`config.mk`:
```
export PLATFORM = sky130hd
export DESIGN_NAME = cap_cmp_timer
export DESIGN_NICKNAME = d
export VERILOG_FILES = /design/src/rtl/cct_pkg.sv /design/src/rtl/tmr_count_core.sv /design/src/rtl/tmr_ovf_flag.sv /design/src/rtl/tmr_cc_regs.sv /design/src/rtl/cap_cmp_timer.sv
export SDC_FILE = /design/constraint.sdc
export NUM_CORES = 1
export LEC_CHECK = 0
export BUFFER_PORTS_ARGS = -buffer_cell sky130_fd_sc_hd__clkbuf_2
export CAP_MARGIN = 20
export CORE_ASPECT_RATIO = 0.9
export CORE_MARGIN = 3
export CORE_UTILIZATION = 58
export DETAILED_ROUTE_END_ITERATION = 10
export GPL_ROUTABILITY_DRIVEN = 0
export PLACE_DENSITY = 0.85
export SLEW_MARGIN = 20
export SYNTH_ARGS = -nofsm -noshare
export SYNTH_HDL_FRONTEND = slang
export SYNTH_SLANG_ARGS = --single-unit
```
`constraint.sdc`:
```
create_clock -name clk -period 2.26 [get_ports clk]
set_clock_uncertainty 0.1 [all_clocks]
set_input_delay 0.339 -clock clk [delete_from_list [all_inputs] [get_ports clk]]
set_output_delay 0.339 -clock clk [all_outputs]
set_load 0.005 [all_outputs]
```
`src/rtl/cct_pkg.sv`:
```
// Package: shared types and address codes for the capture/compare timer.
// Assumes a 3-bit register address on the bus.
package cct_pkg;

    typedef enum logic [1:0] {
        MODE_FREE      = 2'd0,
        MODE_CLR_MATCH = 2'd1,
        MODE_CLR_TRIG  = 2'd2,
        MODE_RSVD      = 2'd3
    } tmr_mode_e;

    localparam int          ADDR_W      = 3;
    localparam int          NUM_CC      = 2;
    localparam logic [2:0]  A_CC0       = 3'd0;
    localparam logic [2:0]  A_CC1       = 3'd1;
    localparam logic [2:0]  A_CTRL      = 3'd2;
    localparam logic [2:0]  A_STATUS    = 3'd3;
    localparam logic [2:0]  A_COUNT     = 3'd4;

endpackage

```
`src/rtl/tmr_count_core.sv`:
```
// Module: counter core. Steps once per enabled cycle and restarts on a
// match of register 0 or on a trigger, depending on the mode.
// Reports a wrap whenever a step leaves the all-ones value.
// Assumes match0 is already qualified by register 0's compare role.
module tmr_count_core
    import cct_pkg::*;
#(
    parameter int WIDTH = 16
) (
    input  logic             clk,
    input  logic             rst_n,
    input  logic             step,
    input  tmr_mode_e        mode,
    input  logic             cap_trig,
    input  logic             match0,
    output logic [WIDTH-1:0] cnt_q,
    output logic             wrap
);

    localparam logic [WIDTH-1:0] CNT_MAX = '1;

    logic [WIDTH-1:0] cnt_d;
    logic             restart;

    // Next-count selection: restart, increment or hold.
    always_comb begin
        restart = (mode == MODE_CLR_TRIG  && cap_trig) ||
                  (mode == MODE_CLR_MATCH && match0);
        cnt_d   = cnt_q;
        if (step) begin
            cnt_d = restart ? '0 : cnt_q + 1'b1;
        end
        wrap = step && (cnt_q == CNT_MAX);
    end

    // Counter register.
    always_ff @(posedge clk) begin
        if (!rst_n) cnt_q <= '0;
        else        cnt_q <= cnt_d;
    end

    AST_HOLD_NO_STEP: assert property (@(posedge clk) disable iff (!rst_n)
        !step |=> $stable(cnt_q));
    AST_WRAP_TO_ZERO: assert property (@(posedge clk) disable iff (!rst_n)
        (step && cnt_q == CNT_MAX) |=> (cnt_q == '0));
    AST_TRIG_RESTART: assert property (@(posedge clk) disable iff (!rst_n)
        (step && mode == MODE_CLR_TRIG && cap_trig) |=> (cnt_q == '0));

endmodule

```
`src/rtl/tmr_ovf_flag.sv`:
```
// Module: overflow flag with a protected window. A wrap sets the flag.
// A software clear is refused during the wrap step and until the next
// count step has passed.
// Assumes clr_req is a one-cycle request decoded from the bus.
module tmr_ovf_flag (
    input  logic clk,
    input  logic rst_n,
    input  logic step,
    input  logic wrap,
    input  logic clr_req,
    output logic ovf_q
);

    logic guard_q;

    // Flag update: a wrap wins, otherwise an unguarded clear takes effect.
    always_ff @(posedge clk) begin
        if (!rst_n)                    ovf_q <= 1'b0;
        else if (wrap)                 ovf_q <= 1'b1;
        else if (clr_req && !guard_q)  ovf_q <= 1'b0;
    end

    // Guard window: opens on the wrap step, closes on the following step.
    always_ff @(posedge clk) begin
        if (!rst_n)    guard_q <= 1'b0;
        else if (step) guard_q <= wrap;
    end

    AST_WRAP_SETS_FLAG: assert property (@(posedge clk) disable iff (!rst_n)
        wrap |=> ovf_q);
    AST_GUARDED_CLEAR: assert property (@(posedge clk) disable iff (!rst_n)
        (guard_q && clr_req) |=> ovf_q);

endmodule

```
`src/rtl/tmr_cc_regs.sv`:
```
// Module: bank of capture/compare registers. A register in capture role
// loads the count on a trigger step, and a capture beats a bus write.
// A register in compare role raises a match pulse on a step at equality.
// Assumes wr_sel is one-hot or zero.
module tmr_cc_regs #(
    parameter int WIDTH = 16,
    parameter int NREG  = 2
) (
    input  logic                       clk,
    input  logic                       rst_n,
    input  logic                       step,
    input  logic                       cap_trig,
    input  logic [NREG-1:0]            cap_role,
    input  logic [WIDTH-1:0]           cnt,
    input  logic [NREG-1:0]            wr_sel,
    input  logic [WIDTH-1:0]           wdata,
    output logic [NREG-1:0][WIDTH-1:0] cc_q,
    output logic [NREG-1:0]            match_now,
    output logic [NREG-1:0]            irq_match,
    output logic                       irq_cap
);

    logic cap_step;
    assign cap_step = step && cap_trig;

    for (genvar i = 0; i < NREG; i++) begin : g_cc
        assign match_now[i] = !cap_role[i] && (cnt == cc_q[i]);

        // Register i: capture has priority over a bus write.
        always_ff @(posedge clk) begin
            if (!rst_n)                       cc_q[i] <= '0;
            else if (cap_step && cap_role[i]) cc_q[i] <= cnt;
            else if (wr_sel[i])               cc_q[i] <= wdata;
        end

        // Match pulse i: one cycle after a step at equality.
        always_ff @(posedge clk) begin
            if (!rst_n) irq_match[i] <= 1'b0;
            else        irq_match[i] <= step && match_now[i];
        end

        AST_CAPTURE_LOADS: assert property (@(posedge clk) disable iff (!rst_n)
            (cap_step && cap_role[i]) |=> (cc_q[i] == $past(cnt)));
        AST_MATCH_PULSE: assert property (@(posedge clk) disable iff (!rst_n)
            (step && match_now[i]) |=> irq_match[i]);
    end

    // Capture pulse: one cycle after a trigger step.
    always_ff @(posedge clk) begin
        if (!rst_n) irq_cap <= 1'b0;
        else        irq_cap <= cap_step;
    end

endmodule

```
`src/rtl/cap_cmp_timer.sv`:
```
// Module: top of the capture/compare timer. Holds the control register,
// decodes the bus and muxes read data. The counter, the flag and the
// register bank live in the submodules.
// Assumes WIDTH >= 4 so the control fields fit in the data bus.
module cap_cmp_timer
    import cct_pkg::*;
#(
    parameter int WIDTH = 16
) (
    input  logic              clk,
    input  logic              rst_n,
    input  logic              cnt_en,
    input  logic              cap_trig,
    input  logic [ADDR_W-1:0] bus_addr,
    input  logic              bus_wr,
    input  logic              bus_rd,
    input  logic [WIDTH-1:0]  bus_wdata,
    output logic [WIDTH-1:0]  bus_rdata,
    output logic              ovf_flag,
    output logic              irq_match0,
    output logic              irq_match1,
    output logic              irq_cap
);

    localparam int CTRL_W = 4;

    logic [CTRL_W-1:0]           ctrl_q;
    tmr_mode_e                   mode;
    logic [NUM_CC-1:0]           cap_role;
    logic [NUM_CC-1:0]           wr_sel;
    logic [NUM_CC-1:0][WIDTH-1:0] cc_q;
    logic [NUM_CC-1:0]           match_now;
    logic [NUM_CC-1:0]           irq_match;
    logic [WIDTH-1:0]            cnt_q;
    logic                        wrap;
    logic                        clr_req;

    assign mode     = tmr_mode_e'(ctrl_q[1:0]);
    assign cap_role = ctrl_q[3:2];
    assign clr_req  = bus_wr && (bus_addr == A_STATUS) && !bus_wdata[0];

    for (genvar i = 0; i < NUM_CC; i++) begin : g_wsel
        assign wr_sel[i] = bus_wr && (bus_addr == ADDR_W'(i));
    end

    // Control register: mode and register roles.
    always_ff @(posedge clk) begin
        if (!rst_n)                              ctrl_q <= '0;
        else if (bus_wr && bus_addr == A_CTRL)   ctrl_q <= bus_wdata[CTRL_W-1:0];
    end

    // Read mux: combinational, gated by the read strobe.
    always_comb begin
        bus_rdata = '0;
        if (bus_rd) begin
            unique case (bus_addr)
                A_CC0:    bus_rdata = cc_q[0];
                A_CC1:    bus_rdata = cc_q[1];
                A_CTRL:   bus_rdata = WIDTH'(ctrl_q);
                A_STATUS: bus_rdata = WIDTH'(ovf_flag);
                A_COUNT:  bus_rdata = cnt_q;
                default:  bus_rdata = '0;
            endcase
        end
    end

    tmr_count_core #(.WIDTH(WIDTH)) u_core (
        .clk      (clk),
        .rst_n    (rst_n),
        .step     (cnt_en),
        .mode     (mode),
        .cap_trig (cap_trig),
        .match0   (match_now[0]),
        .cnt_q    (cnt_q),
        .wrap     (wrap)
    );

    tmr_ovf_flag u_ovf (
        .clk     (clk),
        .rst_n   (rst_n),
        .step    (cnt_en),
        .wrap    (wrap),
        .clr_req (clr_req),
        .ovf_q   (ovf_flag)
    );

    tmr_cc_regs #(.WIDTH(WIDTH), .NREG(NUM_CC)) u_regs (
        .clk       (clk),
        .rst_n     (rst_n),
        .step      (cnt_en),
        .cap_trig  (cap_trig),
        .cap_role  (cap_role),
        .cnt       (cnt_q),
        .wr_sel    (wr_sel),
        .wdata     (bus_wdata),
        .cc_q      (cc_q),
        .match_now (match_now),
        .irq_match (irq_match),
        .irq_cap   (irq_cap)
    );

    assign irq_match0 = irq_match[0];
    assign irq_match1 = irq_match[1];

    AST_SOFT_NO_SET: assert property (@(posedge clk) disable iff (!rst_n)
        (!ovf_flag && !wrap) |=> !ovf_flag);

endmodule

```
== After elaboration in Yosys (flattened, before gate mapping) ==
Cells that the tools add are included.

* $add $sub $neg: 1
* Equal/unequal tests: 9
* Muxes and demuxes: 9
* Reduce and logical (&&, ||, !) cells: 25

{| class="wikitable"
|+ Operators by type and width
! cell !! number
|-
| $mux 16 || 6
|-
| $pmux 16 s5 || 1
|-
| $eq 16x16->1 || 2
|-
| $add 16x1->16 const B || 1
|-
| $eq 16x16->1 const B || 1
|-
| $logic_and 1x1->1 || 16
|-
| $eq 3x2->1 const B || 2
|-
| $reduce_bool 2->1 || 3
|-
| $logic_not 1->1 || 4
|-
| $eq 3x1->1 const B || 1
|-
| $eq 3x3->1 const B || 1
|-
| $logic_not 3->1 || 1
|-
| $eq 2x1->1 const B || 1
|-
| $eq 2x2->1 const B || 1
|-
| $mux 1 || 2
|-
| $logic_or 1x1->1 || 1
|}

* Register bits after elaboration: 57
* Input bits: 25
* Output and inout bits: 20
* Logic and storage cells: 53

== Logic depth before layout (Yosys ltp) ==
* Depth in word-level cells: 6
* Gate-level depth with buffers: 7
* Depth with buffers taken out: 6

== Hierarchy ==
Synthesis repeated with hierarchy kept, for this count alone.

* Cells, all modules: 403
* Area total of the unflattened synthesis: 3593.4 um^2

{| class="wikitable"
|+ Modules (own cells, without submodules)
! module !! times used !! cells an instance !! area an instance (um^2) !! seq. area each (um^2)
|-
| tmr_cc_regs || 1 || 197 || 1909.3 || 700.7
|-
| tmr_count_core || 1 || 93 || 843.3 || 320.3
|-
| cap_cmp_timer || 1 || 106 || 770.7 || 80.1
|-
| tmr_ovf_flag || 1 || 7 || 70.1 || 40.0
|}

== Worst setup path before layout ==
No wires, ideal clock.

* Kind: flip-flop to flip-flop
* From: reg u_core.cnt_q[0]
* To: reg u_core.cnt_q[15]
* Setup time: 0.115 ns
* Data arrival time: 1.644 ns
* Required time: 2.045 ns
* Path slack: 0.402 ns
* Cell stages (with the launch flop): 8
* Buffers on the path: 2
* Period minus slack after synthesis: 1.858 ns
* Cell sequence: dfxtp_1 clkbuf_1 xnor2_1 nand4_1 or4_4 o21ai_4 buf_6 nor2_1

* Longest elaborated chain between the ends: 5
* Elaborated cells on any way between the ends: 6
* Those cells by class: 1 x add/sub; 1 x eq/ne; 1 x mux; 3 x reduce/logical

{| class="wikitable"
|+ Ends and longest elaborated chain
! item !! RTL line !! RTL
|-
| from (decl) || tmr_count_core.sv:16 || <nowiki>output logic [WIDTH-1:0] cnt_q,</nowiki>
|-
| from (signal assigned) || tmr_count_core.sv:39 || <nowiki>else cnt_q <= cnt_d;</nowiki>
|-
| parallel branches: the longest is 4 deep, another holds $add 16x1->16 || n/a ||
|-
| $mux 16 (*) || tmr_count_core.sv:31 || <nowiki>cnt_d = restart ? '0 : cnt_q + 1'b1;</nowiki>
|}

Mark *: on every way between the ends.
A chain may end at the register's enable or synchronous reset.

== Worst setup path in the final report ==
* From: reg u_regs.cc_q[13] in the netlist's numbering
* To: reg u_core.cnt_q[6]

* Longest elaborated chain between the ends: 5

{| class="wikitable"
|+ Ends and longest elaborated chain
! item !! RTL line !! RTL
|-
| from (decl) || tmr_cc_regs.sv:17 || <nowiki>output logic [NREG-1:0][WIDTH-1:0] cc_q,</nowiki>
|-
| from (signal, indexed assignment) || tmr_cc_regs.sv:32 || <nowiki>else if (cap_step && cap_role[i]) cc_q[i] <= cnt;</nowiki>
|-
| from (signal, indexed assignment) || tmr_cc_regs.sv:33 || <nowiki>else if (wr_sel[i]) cc_q[i] <= wdata;</nowiki>
|-
| $eq 16x16->1 || tmr_cc_regs.sv:27 || <nowiki>assign match_now[i] = !cap_role[i] && (cnt == cc_q[i]);</nowiki>
|-
| $logic_and 1x1->1 || tmr_cc_regs.sv:27 ||
|-
| $logic_and 1x1->1 || tmr_count_core.sv:28 || <nowiki>(mode == MODE_CLR_MATCH && match0);</nowiki>
|-
| $logic_or 1x1->1 || tmr_count_core.sv:27 || <nowiki>restart = (mode == MODE_CLR_TRIG && cap_trig) ||</nowiki>
|-
| $mux 16 || tmr_count_core.sv:31 ||
|}

Every way passes these cells.

==> reports/metrics.cfg <==
[detailed_routing]
vias=3190
wl_per_cell_um=17.8
ant_nets=0
first_iter_violations=253
vias_per_cell=6.03
first_pass_iters=5
totalWireLength_mm=9.42
wl_met3_um=644
wl_met1_mm=4.09
drc=0
routed.top_layer=met4
wl_met2_mm=4.47

[setup_path]
endpoint_kind=register
cp_data_arrival_time_ps=2230
worstPathCellList=xor2_1, nor4_1, buf_4, nand4_1, o21ai_4, nor2_1
crit_buf_inv=1
cp.depth=6
slowest_stage=nor4_1
critical_path.max_stage_delay_ps=470
cp_top_family=simple AND/OR/NAND/NOR gates
critPathKind=reg -> reg
path_max_fanout=16
worstPathRequired_ps=2370
r2r_cells=6
crit_path_start_kind=register

[cells_and_area]
drive_above_1_share_pct=20.7
n_antenna_cell=0
nets=480
utilization_pct=69.7
final_cells=529
layout_common_cells=dfxtp_1 (57), nor2_1 (50), nand2_1 (46), mux2i_1 (46), clkbuf_2 (44)
n_fill_cell=415
area_delta_synth_final_pct=14.3
final_cell_area_mm2=0.00402
layout_commonest_cell=dfxtp_1

[synthesis]
ys_types=42
synth_edf_count=0
ys_seq_elements=57
synth_area_leader_cell=dfxtp_1
synth_area_leaders=dfxtp_1 (32%), mux2i_1 (13%), o211a_1 (9.1%)
synth_top_area_share_pct=32.5
ys_async_sr_fraction_pct=0
syn_nets=435
yosysWarnings=0
syn_avg_cell_area_um2=8.59
syn_area_mm2=0.00351
netlist_instances=409
synth_ff_type=dfxtp_1
seq_area_frac_synth_pct=32.5

[global_route]
grt_pass1_wl_mm=14.7
antenna_found_initial=0
grt_max_degree=42
grt.overflow.total=0
track_usage_pct=27.5
grt_pass1_vias=3037

[sta]
whs_ps=194
setup_viol=0
finalHoldViolations=0
fmax_mhz=473
drv_slew=0
fin_tns_setup_ps=0
relSlewSlack_pct=66.1
period_share_pct=93.5
rsz0062_at_grt=no
fin_crit_ps=2110
worst_slew_pin_slew_ps=505

[status]
outcome=finished clean

[place]
hpwl_mm=6.62
numPortBuffers=44
dp_cells=513
placed_area_mm2=0.00381

[clocking]
cts_tree=built
postCtsSetupRepairBufs=0
clk_pin_slew_ps=60
cts.hold.buffers_added=0
cts.sinks=57
cts.htree.levels=3
cts_buffer_depth=2
ctsResizeCount=0
clk-insertion-delay-late_ps=340
cts_root_buf=clkbuf_8
cts_buffers=9

[power_and_ir_drop]
leakage_nw=2.30
peakVddDrop_mv=0.317
powerDensity_mw_per_mm2=587

[die]
start_util_pct=61.0
die_y_um=79.8
dieArea_mm2=0.00703
num_rows=26
io_pins=45
core_mm2=0.00576
die_w_um=88.0

[job]
max_cap_viol_count=0

[min_path]
holdCritPathClass=in -> reg
holdPathStages=2

logic make-up (layout without fill, tap and decap cells):
logic type,count (synthesis),in the layout,share of synthesized area [%]
AOI/OAI and AO/OA,68,68,15.6
muxes,47,47,13.4
xor gates and xnor gates,44,44,11.0
and+or+nand+nor,147,147,19.4
adders and majority gates,1,1,0.356
buffers and inverters,45,95,7.83
DFF,57,57,32.5
routing by layer:
| metal | up-vias | track usage [%] |
|---|---|---|
| met5 | - | 0 |
| met4 | 0 | 12.5 |
| met3 | 20 | 5.47 |
| met2 | 135 | 44.8 |
| met1 | 1527 | 34.7 |
| li1 | 1508 | - |
sequential cells by signal (all words and copies together), names as in the netlist:
register / count
u_ovf.ovf_q: 1
u_regs.irq_match: 2
u_ovf.guard_q: 1
u_regs.cc_q: 32
u_regs.irq_cap: 1
ctrl_q: 4
u_core.cnt_q: 16
through the flow:
stage / worst slack (ps) / power [mW]
finish: 146 / 2.36
global route: 52.9 / 2.43
CTS: 185 / 2.36
detailed placement: 209 / 1.36
global placement: 270 / 1.35
floorplan: 402 / 1.26
Yosys cell counts, types with 2 or more instances:
master / number
a21oi_1: 16
nand4_1: 6
and2_1: 5
nor3_1: 6
nand2_1: 46
buf_2: 9
nand3_1: 8
o22ai_1: 2
o211ai_1: 6
mux2i_1: 46
inv_1: 4
and3_1: 5
clkbuf_8: 5
nand2b_1: 3
nor2b_1: 5
o21ai_0: 4
a21boi_0: 2
o211a_1: 32
nor4_1: 5
xnor2_1: 15
clkbuf_1: 20
nand3b_1: 2
buf_6: 5
nor2_1: 50
xor2_1: 29
dfxtp_1: 57
where the power goes:
part           switching, mW  internal, mW
Sequential            0.0308          1.04
Clock                  0.405         0.599
Combinational          0.161         0.126
final timing paths:
check             startpoint         endpoint  slack, ps
min reg2reg    u_ovf.guard_q    u_ovf.guard_q        420
max          u_regs.cc_q[13]  u_core.cnt_q[6]        150
min                 cap_trig   u_regs.irq_cap        190
max reg2reg  u_regs.cc_q[13]  u_core.cnt_q[6]        150
cell type report:
class,instances,area (um2),share of cell area (%)
Timing Repair Buffer,74,445,11.1
Clock inverter,2,35.0,0.873
Clock buffer,14,173,4.30
Sequential cell,57,1140,28.4
Tap cell,70,87.6,2.18
Multi-Input combinational cell,307,2110,52.7
Inverter,5,18.8,0.467
Note: power is estimated with default switching activity, not from simulation.
